## src/rtl/pwm_chan_pkg.sv

```systemverilog
package pwm_chan_pkg;
  localparam int CTRL_W = 4;

  // Field order fixes the nibble encoding: bit3..bit0
  typedef struct packed {
    logic arl;    // auto-reload
    logic inv;    // output invert
    logic mupd;   // manual update
    logic start;  // run
  } chan_ctrl_t;
endpackage

```

## src/rtl/pwm_chan_ctrl.sv

```systemverilog
module pwm_chan_ctrl
  import pwm_chan_pkg::*;
#(
  parameter bit HAS_INV = 1'b1
) (
  input  logic              clk,
  input  logic              rst_n,
  input  logic              we,
  input  logic [CTRL_W-1:0] wdata,
  input  logic              self_stop,
  output chan_ctrl_t        ctrl_q,
  output logic              load_p
);
  chan_ctrl_t wr_val;

  always_comb begin
    wr_val = chan_ctrl_t'(wdata);
    if (!HAS_INV) wr_val.inv = 1'b0;
  end

  // Edge of manual update against the stored value
  assign load_p = we && wr_val.mupd && !ctrl_q.mupd;

  always_ff @(posedge clk) begin
    if (!rst_n) begin
      ctrl_q <= '0;
    end else if (we) begin
      ctrl_q <= wr_val;
    end else if (self_stop) begin
      ctrl_q.start <= 1'b0;
    end
  end
endmodule

```

## src/rtl/pwm_chan_counter.sv

```systemverilog
module pwm_chan_counter #(
  parameter int CNT_W = 16
) (
  input  logic             clk,
  input  logic             rst_n,
  input  logic             tick,
  input  logic             hold,
  input  logic             load,
  input  logic             run,
  input  logic             arl,
  input  logic [CNT_W-1:0] reload_val,
  output logic [CNT_W-1:0] count_q,
  output logic             expire_q,
  output logic             self_stop
);
  logic step;
  logic at_zero;

  assign step      = tick && !hold && run;
  assign at_zero   = (count_q == '0);
  assign self_stop = step && at_zero && !arl;

  always_ff @(posedge clk) begin
    if (!rst_n) begin
      count_q  <= '0;
      expire_q <= 1'b0;
    end else begin
      expire_q <= step && at_zero;
      if (load) begin
        count_q <= reload_val;
      end else if (step) begin
        if (!at_zero)  count_q <= count_q - 1'b1;
        else if (arl)  count_q <= reload_val;
      end
    end
  end
endmodule

```

## src/rtl/pwm_chan_compare.sv

```systemverilog
module pwm_chan_compare #(
  parameter int CNT_W = 16
) (
  input  logic [CNT_W-1:0] count,
  input  logic [CNT_W-1:0] cmp,
  input  logic             inv,
  output logic             pwm
);
  logic above;
  assign above = (count > cmp);
  assign pwm   = (~above) ^ inv;
endmodule

```

## src/rtl/pwm_timer_channel.sv

```systemverilog
module pwm_timer_channel
  import pwm_chan_pkg::*;
#(
  parameter int CNT_W      = 16,
  parameter bit HAS_OUTPUT = 1'b1
) (
  input  logic              clk,
  input  logic              rst_n,
  input  logic              tick_i,
  input  logic              cnt_wr_en_i,
  input  logic [CNT_W-1:0]  cnt_wdata_i,
  input  logic              cmp_wr_en_i,
  input  logic [CNT_W-1:0]  cmp_wdata_i,
  input  logic              ctrl_we_i,
  input  logic [CTRL_W-1:0] ctrl_wdata_i,
  output logic [CNT_W-1:0]  cnt_buf_o,
  output logic [CNT_W-1:0]  cmp_buf_o,
  output logic [CTRL_W-1:0] ctrl_o,
  output logic [CNT_W-1:0]  count_o,
  output logic              pwm_o,
  output logic              expire_o
);
  chan_ctrl_t       ctrl_q;
  logic             load_p;
  logic             self_stop;
  logic [CNT_W-1:0] cnt_buf_q;

  always_ff @(posedge clk) begin
    if (!rst_n)           cnt_buf_q <= '0;
    else if (cnt_wr_en_i) cnt_buf_q <= cnt_wdata_i;
  end

  pwm_chan_ctrl #(.HAS_INV(HAS_OUTPUT)) u_ctrl (
    .clk       (clk),
    .rst_n     (rst_n),
    .we        (ctrl_we_i),
    .wdata     (ctrl_wdata_i),
    .self_stop (self_stop),
    .ctrl_q    (ctrl_q),
    .load_p    (load_p)
  );

  pwm_chan_counter #(.CNT_W(CNT_W)) u_cnt (
    .clk        (clk),
    .rst_n      (rst_n),
    .tick       (tick_i),
    .hold       (ctrl_we_i),
    .load       (load_p),
    .run        (ctrl_q.start),
    .arl        (ctrl_q.arl),
    .reload_val (cnt_buf_q),
    .count_q    (count_o),
    .expire_q   (expire_o),
    .self_stop  (self_stop)
  );

  generate
    if (HAS_OUTPUT) begin : g_out
      logic [CNT_W-1:0] cmp_buf_q;
      always_ff @(posedge clk) begin
        if (!rst_n)           cmp_buf_q <= '0;
        else if (cmp_wr_en_i) cmp_buf_q <= cmp_wdata_i;
      end
      pwm_chan_compare #(.CNT_W(CNT_W)) u_cmp (
        .count (count_o),
        .cmp   (cmp_buf_q),
        .inv   (ctrl_q.inv),
        .pwm   (pwm_o)
      );
      assign cmp_buf_o = cmp_buf_q;
    end else begin : g_no_out
      logic unused_cmp;
      assign unused_cmp = ^{cmp_wr_en_i, cmp_wdata_i};
      assign cmp_buf_o  = '0;
      assign pwm_o      = 1'b0;
    end
  endgenerate

  assign cnt_buf_o = cnt_buf_q;
  assign ctrl_o    = ctrl_q;
endmodule

```

## config.mk

```make
export PLATFORM = sky130hd
export DESIGN_NAME = pwm_timer_channel
export DESIGN_NICKNAME = d
export VERILOG_FILES = /design/src/rtl/pwm_chan_pkg.sv /design/src/rtl/pwm_chan_ctrl.sv /design/src/rtl/pwm_chan_counter.sv /design/src/rtl/pwm_chan_compare.sv /design/src/rtl/pwm_timer_channel.sv
export SDC_FILE = /design/constraint.sdc
export NUM_CORES = 1
export LEC_CHECK = 0
export BUFFER_PORTS_ARGS = -buffer_cell sky130_fd_sc_hd__buf_2
export CAP_MARGIN = 20
export CELL_PAD_IN_SITES_DETAIL_PLACEMENT = 1
export CELL_PAD_IN_SITES_GLOBAL_PLACEMENT = 1
export CORE_ASPECT_RATIO = 0.5
export CORE_UTILIZATION = 30
export DETAILED_ROUTE_END_ITERATION = 10
export MAX_ROUTING_LAYER = met4
export PLACE_DENSITY = 0.79
export SLEW_MARGIN = 15
export SYNTH_ARGS = -nofsm -noshare
export SYNTH_HDL_FRONTEND = slang
export SYNTH_SLANG_ARGS = --single-unit
```

## constraint.sdc

```tcl
create_clock -name clk -period 2.4 [get_ports clk]
set_clock_uncertainty 0.2 [all_clocks]
set_input_delay 0.24 -clock clk [delete_from_list [all_inputs] [get_ports clk]]
set_output_delay 0.24 -clock clk [all_outputs]
set_load 0.02 [all_outputs]
```

==> impl_metrics.json, run 1 <==
{
  "ys_ff_latch": 53,
  "postRouteWirelength_um": 10400,
  "pin_count": 96,
  "largest_net_degree_at_the_start_of_global_routing": 23,
  "worst_setup_path_endpoint": "pwm_o",
  "startpoint": "cmp_buf_o[7]",
  "global_route.usage.total_pct": 21.8,
  "postSynthCellCount": 327,
  "start_kind": "flip-flop",
  "drive_gt1_share_pct": 38.6,
  "first_global_vias": 3061,
  "launch_instance_of_the_worst_min_delay_path": "cmp_wdata_i[3]",
  "avgRoutedWirePerCell_um": 17.7,
  "vdd_ir_drop_max_mv": 0.790,
  "path_clk_slew_ns": 0.07,
  "start_util_pct": 32.1,
  "die-height_um": 71.4,
  "worst-setup-path-type": "reg -> out",
  "dr_total_vias": 3007,
  "die_area_mm2": 0.0100,
  "power_per_cell_area_mw_per_mm2": 1460,
  "combPwrFrac_pct": 67.7,
  "die_x_um": 141,
  "grt_setup_unrepaired": "true",
  "synth-seq-area-share_pct": 36.7,
  "r2r_slack_ns": 0.10,
  "setup-violations-final": 1,
  "area_overhead_of_the_layout_relative_to_synthesis_pct": 50.0,
  "dp_hpwl_um": 7240,
  "grt_antenna_before_repair": 0,
  "post-route-drc-count": 0,
  "synth_edf_count": 0,
  "floorplan.core_area_mm2": 0.00901,
  "clk_path_buf_depth": 2,
  "clock_tree.htree_level_count": 2,
  "drt-initial-drc-count": 151,
  "kind_of_capture_point_of_the_worst_setup_path": "primary output",
  "tritoncts": "done",
  "register_to_register_path_depth": 7,
  "worst_ep_arrival_ns": 2.23,
  "swShare_pct": 47.1,
  "p_leak_nw": 2.05,
  "final_nets": 533,
  "detailedRoute.firstPassIterationCount": 4,
  "clock_power_share_pct": 13.5,
  "worstSkewPairLatency_ns": 0.30,
  "gp_congestion": 0.822,
  "ys_types": 52,
  "cts.sink_count": 53,
  "cts_made_buffers": 5,
  "nFillCells": 1067,
  "violations": "setup timing",
  "critical_path.reg2reg.startpoint": "u_cnt.count_q[0]",
  "cell_area_after_synthesis_mm2": 0.00289,
  "min_path_type": "in -> reg",
  "finalWorstSetupSlack_ns": -0.268,
  "synth.largest_area_cell": "dfxtp_1",
  "drt_antenna_net_count": 0,
  "asyncSetResetFlopFracSynth_pct": 0,
  "fp-row-count": 24,
  "cell_internal_pwr_mw": 3.35,
  "timing.final.hold_violations": 0,
  "min_period_ns": 2.67,
  "final_min_period_over_clock_period_pct": 111,
  "port_buffers": 95,
  "synthesis.nets": 387,
  "power.net_switching_mw": 2.99,
  "synth-main-ff-cell": "dfxtp_1",
  "drv.max_cap_violation_count": 0,
  "post_synth.cell_area_avg_um2": 8.83,
  "finish.utilization_pct": 48.1,
  "synth_top_cells_by_area": "dfxtp_1 (37%), mux2i_1 (12%), ha_1 (7.8%)",
  "hold_slack_ns": 0.00193,
  "synth.yosys.warnings": 0,
  "finalMaxSlewViolations": 0,
  "worst_tran_pin_value_ns": 0.518,
  "avgViaCountPerCell": 5.09,
  "globalRouteOverflowTotal": 0,
  "critPathRequiredTime_ns": 1.96,
  "critical_path_peak_fanout": 2,
  "max_clock_freq_mhz": 375,
  "status": "complete, but fails checks",
  "synth_top_cell_area_share_pct": 36.7,
  "pwr-share-seq_pct": 18.8,
  "maxSlewHeadroom_pct": 65.5,
  "n_antenna_cell": 0,
  "cts_root_buffer": "clkbuf_16",
  "r2r_end": "u_cnt.count_q[10]",
  "grt_first_pass_wirelength_um": 16200
}
## area by class of cell
type	instances	area [µm²]	area share, %
flip-flops and latches	53	1080	24.9
repair buffers	161	1050	24.2
inverters	18	67.6	1.56
clock buffers	6	139	3.21
well taps	117	146	3.38
multi-input cells	234	1810	41.8
clock inverters	2	37.5	0.867
## cells in the final DEF, fill, tap and decap left out, types with 4 or more instances in the layout
master and count:
buf_2 94, nor2_1 48, dfxtp_1 38, buf_4 37, mux2i_1 35, dlygate4sd3_1 30, a21oi_1 26, nand2_1 15
dfxtp_2 15, inv_1 13, ha_1 10, ha_4 8, o21ai_0 7, nand3_1 6, nor3_1 6, inv_2 5
clkbuf_16 5, o22ai_1 4
## state kept, by name (all words and copies together) (netlist names)
name	cells
cmp_buf_o	16
cnt_buf_o	16
u_cnt.count_q	16
u_ctrl.ctrl_q	4
u_cnt.expire_q	1
## through the flow
stage / TNS, ns / setup WS, ns / std cells / area (µm²) / total power, mW
5_1_grt: -0.382 / -0.369 / 591 / 4330 / 6.74
3_3_place_gp: 0 / 0.0327 / 547 / 3620 / 4.84
2_1_floorplan: 0 / 0.0244 / 327 / 2900 / 3.70
6_report: -0.268 / -0.268 / 591 / 4330 / 6.34
4_1_cts: -0.222 / -0.222 / 589 / 4240 / 6.02
3_5_place_dp: -0.140 / -0.140 / 547 / 3620 / 4.93
## timing repair
item / in CTS / in global routing
gates resized for setup: 23 / 13
cloned: 0 / 0
hold buffers: 30 / 0
endpoints found under the hold margin: 30 / 0
buffers inserted: 5 / 2
pin swaps: 15 / 4
endpoints found under the setup margin: 1 / 13
## logic make-up (layout without fill, tap and decap cells)
family                   after synthesis  in the layout  synth area share (%)
AND/OR/NAND/NOR                      113            113                  21.5
XOR/XNOR                               1              1                 0.303
flip-flops                            53             53                  36.7
adder cells (fa/ha/maj)               18             18                  7.80
AO/OA/AOI/OAI                         67             67                  15.0
buffers and inverters                 40            187                  6.54
multiplexers                          35             35                  12.1
## cells in the mapped netlist, types with 6 or more instances
master,instances
dfxtp_1,53
nor2_1,48
mux2i_1,35
a21oi_1,26
ha_1,18
inv_1,17
nand2_1,17
clkbuf_1,12
o21ai_0,8
nor3_1,7
nand3_1,6
## power by group through the flow
stage               Sequential, mW  Combinational [mW]  Clock, mW
floorplan                     1.38                2.32          0
global placement              1.15                3.68          0
detailed placement            1.16                3.77          0
CTS                           1.17                3.97      0.881
global route                  1.21                4.62      0.912
finish                        1.19                4.29      0.858
## worst max-delay path: stages, from the launching register on
cell and delay [ns]:
dfxtp_2 0.33, inv_1 0.04, ha_1 0.30, a21oi_1 0.14
o21ai_1 0.10, a221o_1 0.40, o31ai_4 0.29, xor2_1 0.17
buf_4 0.16
## worst min-delay path by stage
| stage | cells after the start | to | slack [ns] |
|---|---|---|---|
| finish | 3 | cmp_buf_o[3] | 0.002 |
| global route | 3 | cmp_buf_o[3] | 0.003 |
| CTS | 3 | cnt_buf_o[15] | 0.002 |
| detailed placement | 3 | cnt_buf_o[2] | 0.28 |
| global placement | 3 | cnt_buf_o[15] | 0.27 |
| floorplan | 2 | u_ctrl.ctrl_q[0] | 0.18 |
## layer usage
layer	vias up	part of all wire [%]	track usage, %
met1	1448	47	27.2
li1	1465	-	-
met2	80	46	35.5
met3	14	5.7	5.48
met5	-	0	-
met4	0	0.98	5.19
(Power assumes the default switching activity.)
==> inputs of run 2 (changes only) <==
==> constraint.sdc (replaced) <==
create_clock -name clk -period 2.68 [get_ports clk]
set_clock_uncertainty 0.2 [all_clocks]
set_input_delay 0.268 -clock clk [delete_from_list [all_inputs] [get_ports clk]]
set_output_delay 0.268 -clock clk [all_outputs]
set_load 0.02 [all_outputs]
==> impl_metrics.json, run 2 (synthesized netlist as in run 1, its figures left out) <==
{
  "status": "finished, final reports clean",
  "timing.final.hold_violations": 0,
  "clock_tree.htree_level_count": 2,
  "min_period_ns": 2.61,
  "first_global_vias": 2844,
  "global_route.usage.total_pct": 19.9,
  "nFillCells": 1103,
  "critPathRequiredTime_ns": 2.21,
  "drive_gt1_share_pct": 38.1,
  "critical_path_peak_fanout": 3,
  "gp_congestion": 0.868,
  "finalMaxSlewViolations": 0,
  "tritoncts": "done",
  "leading_cell_type_in_the_layout_fill_and_taps_excluded": "buf_2",
  "cell_internal_pwr_mw": 2.70,
  "floorplan.core_area_mm2": 0.00901,
  "max_clock_freq_mhz": 384,
  "start_kind": "flip-flop",
  "drt_antenna_net_count": 0,
  "worstSkewPairLatency_ns": 0.29,
  "n_antenna_cell": 0,
  "power.net_switching_mw": 2.53,
  "avgRoutedWirePerCell_um": 17.1,
  "detailedRoute.firstPassIterationCount": 4,
  "maxSlewHeadroom_pct": 64.6,
  "fp-row-count": 24,
  "die_x_um": 141,
  "p_leak_nw": 1.83,
  "dp_hpwl_um": 7180,
  "drt-initial-drc-count": 189,
  "power_per_cell_area_mw_per_mm2": 1370,
  "cts_root_buffer": "clkbuf_16",
  "die_area_mm2": 0.0100,
  "finish.utilization_pct": 42.4,
  "postRouteWirelength_um": 9390,
  "cts.sink_count": 53,
  "vdd_ir_drop_max_mv": 0.509,
  "path_clk_slew_ns": 0.07,
  "worst-setup-path-type": "reg -> out",
  "cts_made_buffers": 5,
  "grt_setup_unrepaired": "true",
  "pin_count": 96,
  "final_min_period_over_clock_period_pct": 97.3,
  "clock_power_share_pct": 11.9,
  "worst_ep_arrival_ns": 2.14,
  "start_util_pct": 32.1,
  "pwr-share-seq_pct": 20.8,
  "kind_of_capture_point_of_the_worst_setup_path": "primary output",
  "final.setup.tns_ns": 0,
  "mostFrequentLayoutCells": "buf_2 (94), nor2_1 (48), dfxtp_1 (40)",
  "grt_first_pass_wirelength_um": 14900,
  "min_path_type": "in -> reg",
  "avgViaCountPerCell": 5.19,
  "post-route-drc-count": 0,
  "largest_net_degree_at_the_start_of_global_routing": 20,
  "swShare_pct": 48.4,
  "combPwrFrac_pct": 67.3,
  "worst_tran_pin_value_ns": 0.530,
  "globalRouteOverflowTotal": 0,
  "die-height_um": 71.4,
  "area_overhead_of_the_layout_relative_to_synthesis_pct": 32.4,
  "port_buffers": 95,
  "dr_total_vias": 2844,
  "setup-violations-final": 0,
  "drv.max_cap_violation_count": 0,
  "clk_path_buf_depth": 2,
  "final_nets": 492,
  "grt_antenna_before_repair": 0
}
## run 2: cell types whose count changed in the layout (fill, tap and decap cells not counted), moves of 3 or more
cell	before	now
buf_4	37	26
ha_1	10	13
dlygate4sd3_1	30	0
ha_4	8	5
dfxtp_2	15	12
## run 2: repair_timing
action                                  CTS  global route
setup buffers                             1             3
endpoints found under the setup margin    1             1
hold buffers                              0             0
resized for setup                        11            22
pin swaps                                 3             8
## run 2: area by class of cell
class | count | area [µm²] | area share, %
clock inverters | 1 | 5.00 | 0.131
clock buffers | 5 | 125 | 3.27
inverters | 18 | 67.6 | 1.77
flip-flops and latches | 53 | 1080 | 28.2
repair buffers | 120 | 666 | 17.4
multi-input cells | 234 | 1730 | 45.4
well taps | 117 | 146 | 3.83
## run 2: worst paths after layout
check / end / slack [ns] / startpoint / depth (start not counted)
worst max register to register: u_cnt.count_q[10] / 0.22 / u_cnt.count_q[0] / 7
worst max-delay path: pwm_o / 0.07 / cmp_buf_o[12] / 9
worst min-delay path: cnt_buf_o[10] / 0.009 / cnt_wdata_i[10] / 3
worst min register to register: cmp_buf_o[10] / 0.30 / cmp_buf_o[10] / 2
## run 2: power groups by stage
stage,registers (mW),clock network (mW),logic (mW)
after floorplan,1.23,0,2.08
after global placement,1.06,0,3.20
after detailed placement,1.07,0,3.28
after CTS,1.06,0.647,3.36
after global routing,1.10,0.668,3.82
final,1.09,0.623,3.52
## run 2: through the flow
| stage | worst slack, ns | area (µm²) | cells | power (mW) | hold slack [ns] |
|---|---|---|---|---|---|
| 2_1_floorplan | 0.0985 | 2890 | 327 | 3.31 | 0.212 |
| 3_3_place_gp | 0.186 | 3550 | 538 | 4.26 | 0.281 |
| 3_5_place_dp | 0.168 | 3550 | 538 | 4.35 | 0.307 |
| 4_1_cts | 0.000810 | 3720 | 545 | 5.08 | 0.00780 |
| 5_1_grt | -0.0255 | 3820 | 548 | 5.60 | 0.0226 |
| 6_report | 0.0733 | 3820 | 548 | 5.23 | 0.00869 |
## run 2: worst max-delay path, cell delays in order (launching register included)
cell	delay [ns]
dfxtp_2	0.35
inv_2	0.04
ha_1	0.26
nand4_1	0.15
buf_4	0.18
nor4_4	0.25
a21boi_2	0.21
o31ai_2	0.09
xor2_1	0.15
buf_4	0.17
## run 2: layer usage
layer,up-vias,track usage (%),part of all wire (%)
met5,-,-,0
met4,0,5.56,0.99
met3,8,3.21,3.0
met2,61,32.3,47
met1,1394,25.8,49
li1,1381,-,-
==> inputs of run 3 (changes only) <==
--- a/config.mk
+++ b/config.mk
@@ -13,7 +13,8 @@
 export CORE_UTILIZATION = 30
 export DETAILED_ROUTE_END_ITERATION = 10
 export MAX_ROUTING_LAYER = met4
-export PLACE_DENSITY = 0.79
+export PLACE_DENSITY = 0.82
+export SETUP_SLACK_MARGIN = 0.15
 export SLEW_MARGIN = 15
 export SYNTH_ARGS = -nofsm -noshare
 export SYNTH_HDL_FRONTEND = slang
==> constraint.sdc (replaced) <==
create_clock -name clk -period 2.3 [get_ports clk]
set_clock_uncertainty 0.2 [all_clocks]
set_input_delay 0.23 -clock clk [delete_from_list [all_inputs] [get_ports clk]]
set_output_delay 0.23 -clock clk [all_outputs]
set_load 0.02 [all_outputs]
==> impl_metrics.json, run 3 (synthesized netlist as in run 1, its figures left out) <==
{
  "drt-initial-drc-count": 344,
  "pin_count": 96,
  "drt_antenna_net_count": 0,
  "power_per_cell_area_mw_per_mm2": 1780,
  "finalWorstSetupSlack_ns": -0.332,
  "cell_internal_pwr_mw": 4.27,
  "detailedRoute.firstPassIterationCount": 4,
  "final_min_period_over_clock_period_pct": 114,
  "gp_congestion": 0.868,
  "status": "complete, but fails checks",
  "postRouteWirelength_um": 12800,
  "r2r_end": "u_cnt.count_q[8]",
  "die-height_um": 71.4,
  "kind_of_capture_point_of_the_worst_setup_path": "primary output",
  "final_nets": 545,
  "cts_root_buffer": "clkbuf_16",
  "tritoncts": "done",
  "cts_made_buffers": 5,
  "die_x_um": 141,
  "post-route-drc-count": 0,
  "pwr-share-seq_pct": 15.8,
  "global_route.usage.total_pct": 21.9,
  "mostFrequentLayoutCells": "buf_2 (94), nor2_1 (47), mux2i_1 (35)",
  "worst_tran_pin_value_ns": 0.776,
  "critical_path_peak_fanout": 3,
  "first_global_vias": 3162,
  "globalRouteOverflowTotal": 0,
  "dr_total_vias": 3297,
  "worst_setup_path_endpoint": "pwm_o",
  "worstSkewPairLatency_ns": 0.31,
  "leading_cell_type_in_the_layout_fill_and_taps_excluded": "buf_2",
  "report.power.total_mw": 8.12,
  "n_antenna_cell": 0,
  "drv.max_cap_violation_count": 0,
  "clock_tree.htree_level_count": 2,
  "floorplan.core_area_mm2": 0.00901,
  "startpoint": "cmp_buf_o[13]",
  "start_kind": "flip-flop",
  "hold_slack_ns": -0.00866,
  "worst-setup-path-type": "reg -> out",
  "die_area_mm2": 0.0100,
  "avgViaCountPerCell": 5.47,
  "min_path_type": "in -> reg",
  "drive_gt1_share_pct": 44.9,
  "p_leak_nw": 2.14,
  "dp_hpwl_um": 7170,
  "final.setup.tns_ns": -0.332,
  "area_overhead_of_the_layout_relative_to_synthesis_pct": 58.3,
  "worst_ep_arrival_ns": 2.20,
  "grt_setup_unrepaired": "true",
  "start_util_pct": 32.1,
  "clock_power_share_pct": 9.5,
  "maxSlewHeadroom_pct": 48.2,
  "grt_antenna_before_repair": 0,
  "setup-violations-final": 1,
  "cts.sink_count": 53,
  "violations": "hold timing, setup timing",
  "finalMaxSlewViolations": 0,
  "post_dp_cell_area_mm2": 0.00370,
  "register_to_register_path_depth": 9,
  "swShare_pct": 47.5,
  "combPwrFrac_pct": 74.7,
  "power.net_switching_mw": 3.85,
  "timing.final.hold_violations": 1,
  "avgRoutedWirePerCell_um": 21.3,
  "vdd_ir_drop_max_mv": 0.698,
  "clk_path_buf_depth": 2,
  "critical_path.reg2reg.startpoint": "u_cnt.count_q[0]",
  "port_buffers": 95,
  "layout.cell_area.non_filler_mm2": 0.00457,
  "finish.utilization_pct": 50.7,
  "critPathRequiredTime_ns": 1.87,
  "largest_net_degree_at_the_start_of_global_routing": 40,
  "grt_first_pass_wirelength_um": 16300,
  "path_clk_slew_ns": 0.07,
  "fp-row-count": 24,
  "max_clock_freq_mhz": 380,
  "r2r_slack_ns": 0.02,
  "min_period_ns": 2.63
}
[run 3: cell count changes in the layout (fill, tap and decap cells not counted), moves of 3 or more]
cell	previous run	this run
dfxtp_4	1	7
buf_6	0	13
ha_1	13	8
a21oi_2	2	5
ha_4	5	10
dlygate4sd3_1	0	34
dfxtp_1	40	28
dfxtp_2	12	18
buf_4	26	31
a21oi_1	24	21
[run 3: layer usage]
metal	routed length [µm]	share of wire [%]	global-route usage, %	up-vias
met5	0	0	-	-
met1	5460	43	27.0	1627
met2	6110	48	35.9	146
li1	-	-	-	1489
met3	829	6.5	4.28	35
met4	437	3.4	8.57	0
[run 3: worst min-delay path by stage]
stage	startpoint	end	cells past startpoint
2_1_floorplan	ctrl_wdata_i[0]	u_ctrl.ctrl_q[0]	2
3_3_place_gp	cnt_wdata_i[2]	cnt_buf_o[2]	3
3_5_place_dp	cnt_wdata_i[8]	cnt_buf_o[8]	3
4_1_cts	cmp_wdata_i[10]	cmp_buf_o[10]	3
5_1_grt	cnt_wdata_i[14]	cnt_buf_o[14]	3
6_report	cnt_wdata_i[14]	cnt_buf_o[14]	3
[run 3: area by class of cell]
cell class / count / area (µm²)
inverters: 18 / 72.6
fillers: 1029 / 4440
flip-flops and latches: 53 / 1110
multi-input cells: 234 / 1910
repair buffers: 173 / 1200
well taps: 117 / 146
clock inverters: 1 / 5.00
clock buffers: 7 / 133
[run 3: stage by stage]
step,setup slack [ns],instances
CTS,-0.290,594
floorplan,0.0963,327
global placement,-0.00411,549
finish,-0.332,603
detailed placement,-0.0433,549
global route,-0.397,603
[run 3: what timing repair did]
item,in CTS,in global routing
gates resized for setup,17,45
pin swaps,7,17
setup endpoints to repair,11,17
setup buffers,3,8
hold buffers,34,0
endpoints found under the hold margin,34,0
gates cloned,0,1
[run 3: worst max-delay path, stage by stage, from the launching register on]
cell and delay [ns]:
dfxtp_4 0.36, inv_2 0.04, ha_4 0.22, a21o_1 0.19, a21o_1 0.18, a221o_1 0.36
o31ai_4 0.24, xor2_2 0.17, buf_6 0.13
[run 3: power by group through the flow]
stage	registers (mW)	logic [mW]	clock network [mW]
after floorplan	1.47	2.47	0
after global placement	1.24	4.07	0
after detailed placement	1.25	4.17	0
after CTS	1.24	4.56	0.781
after global routing	1.29	6.42	0.828
final	1.28	6.07	0.771
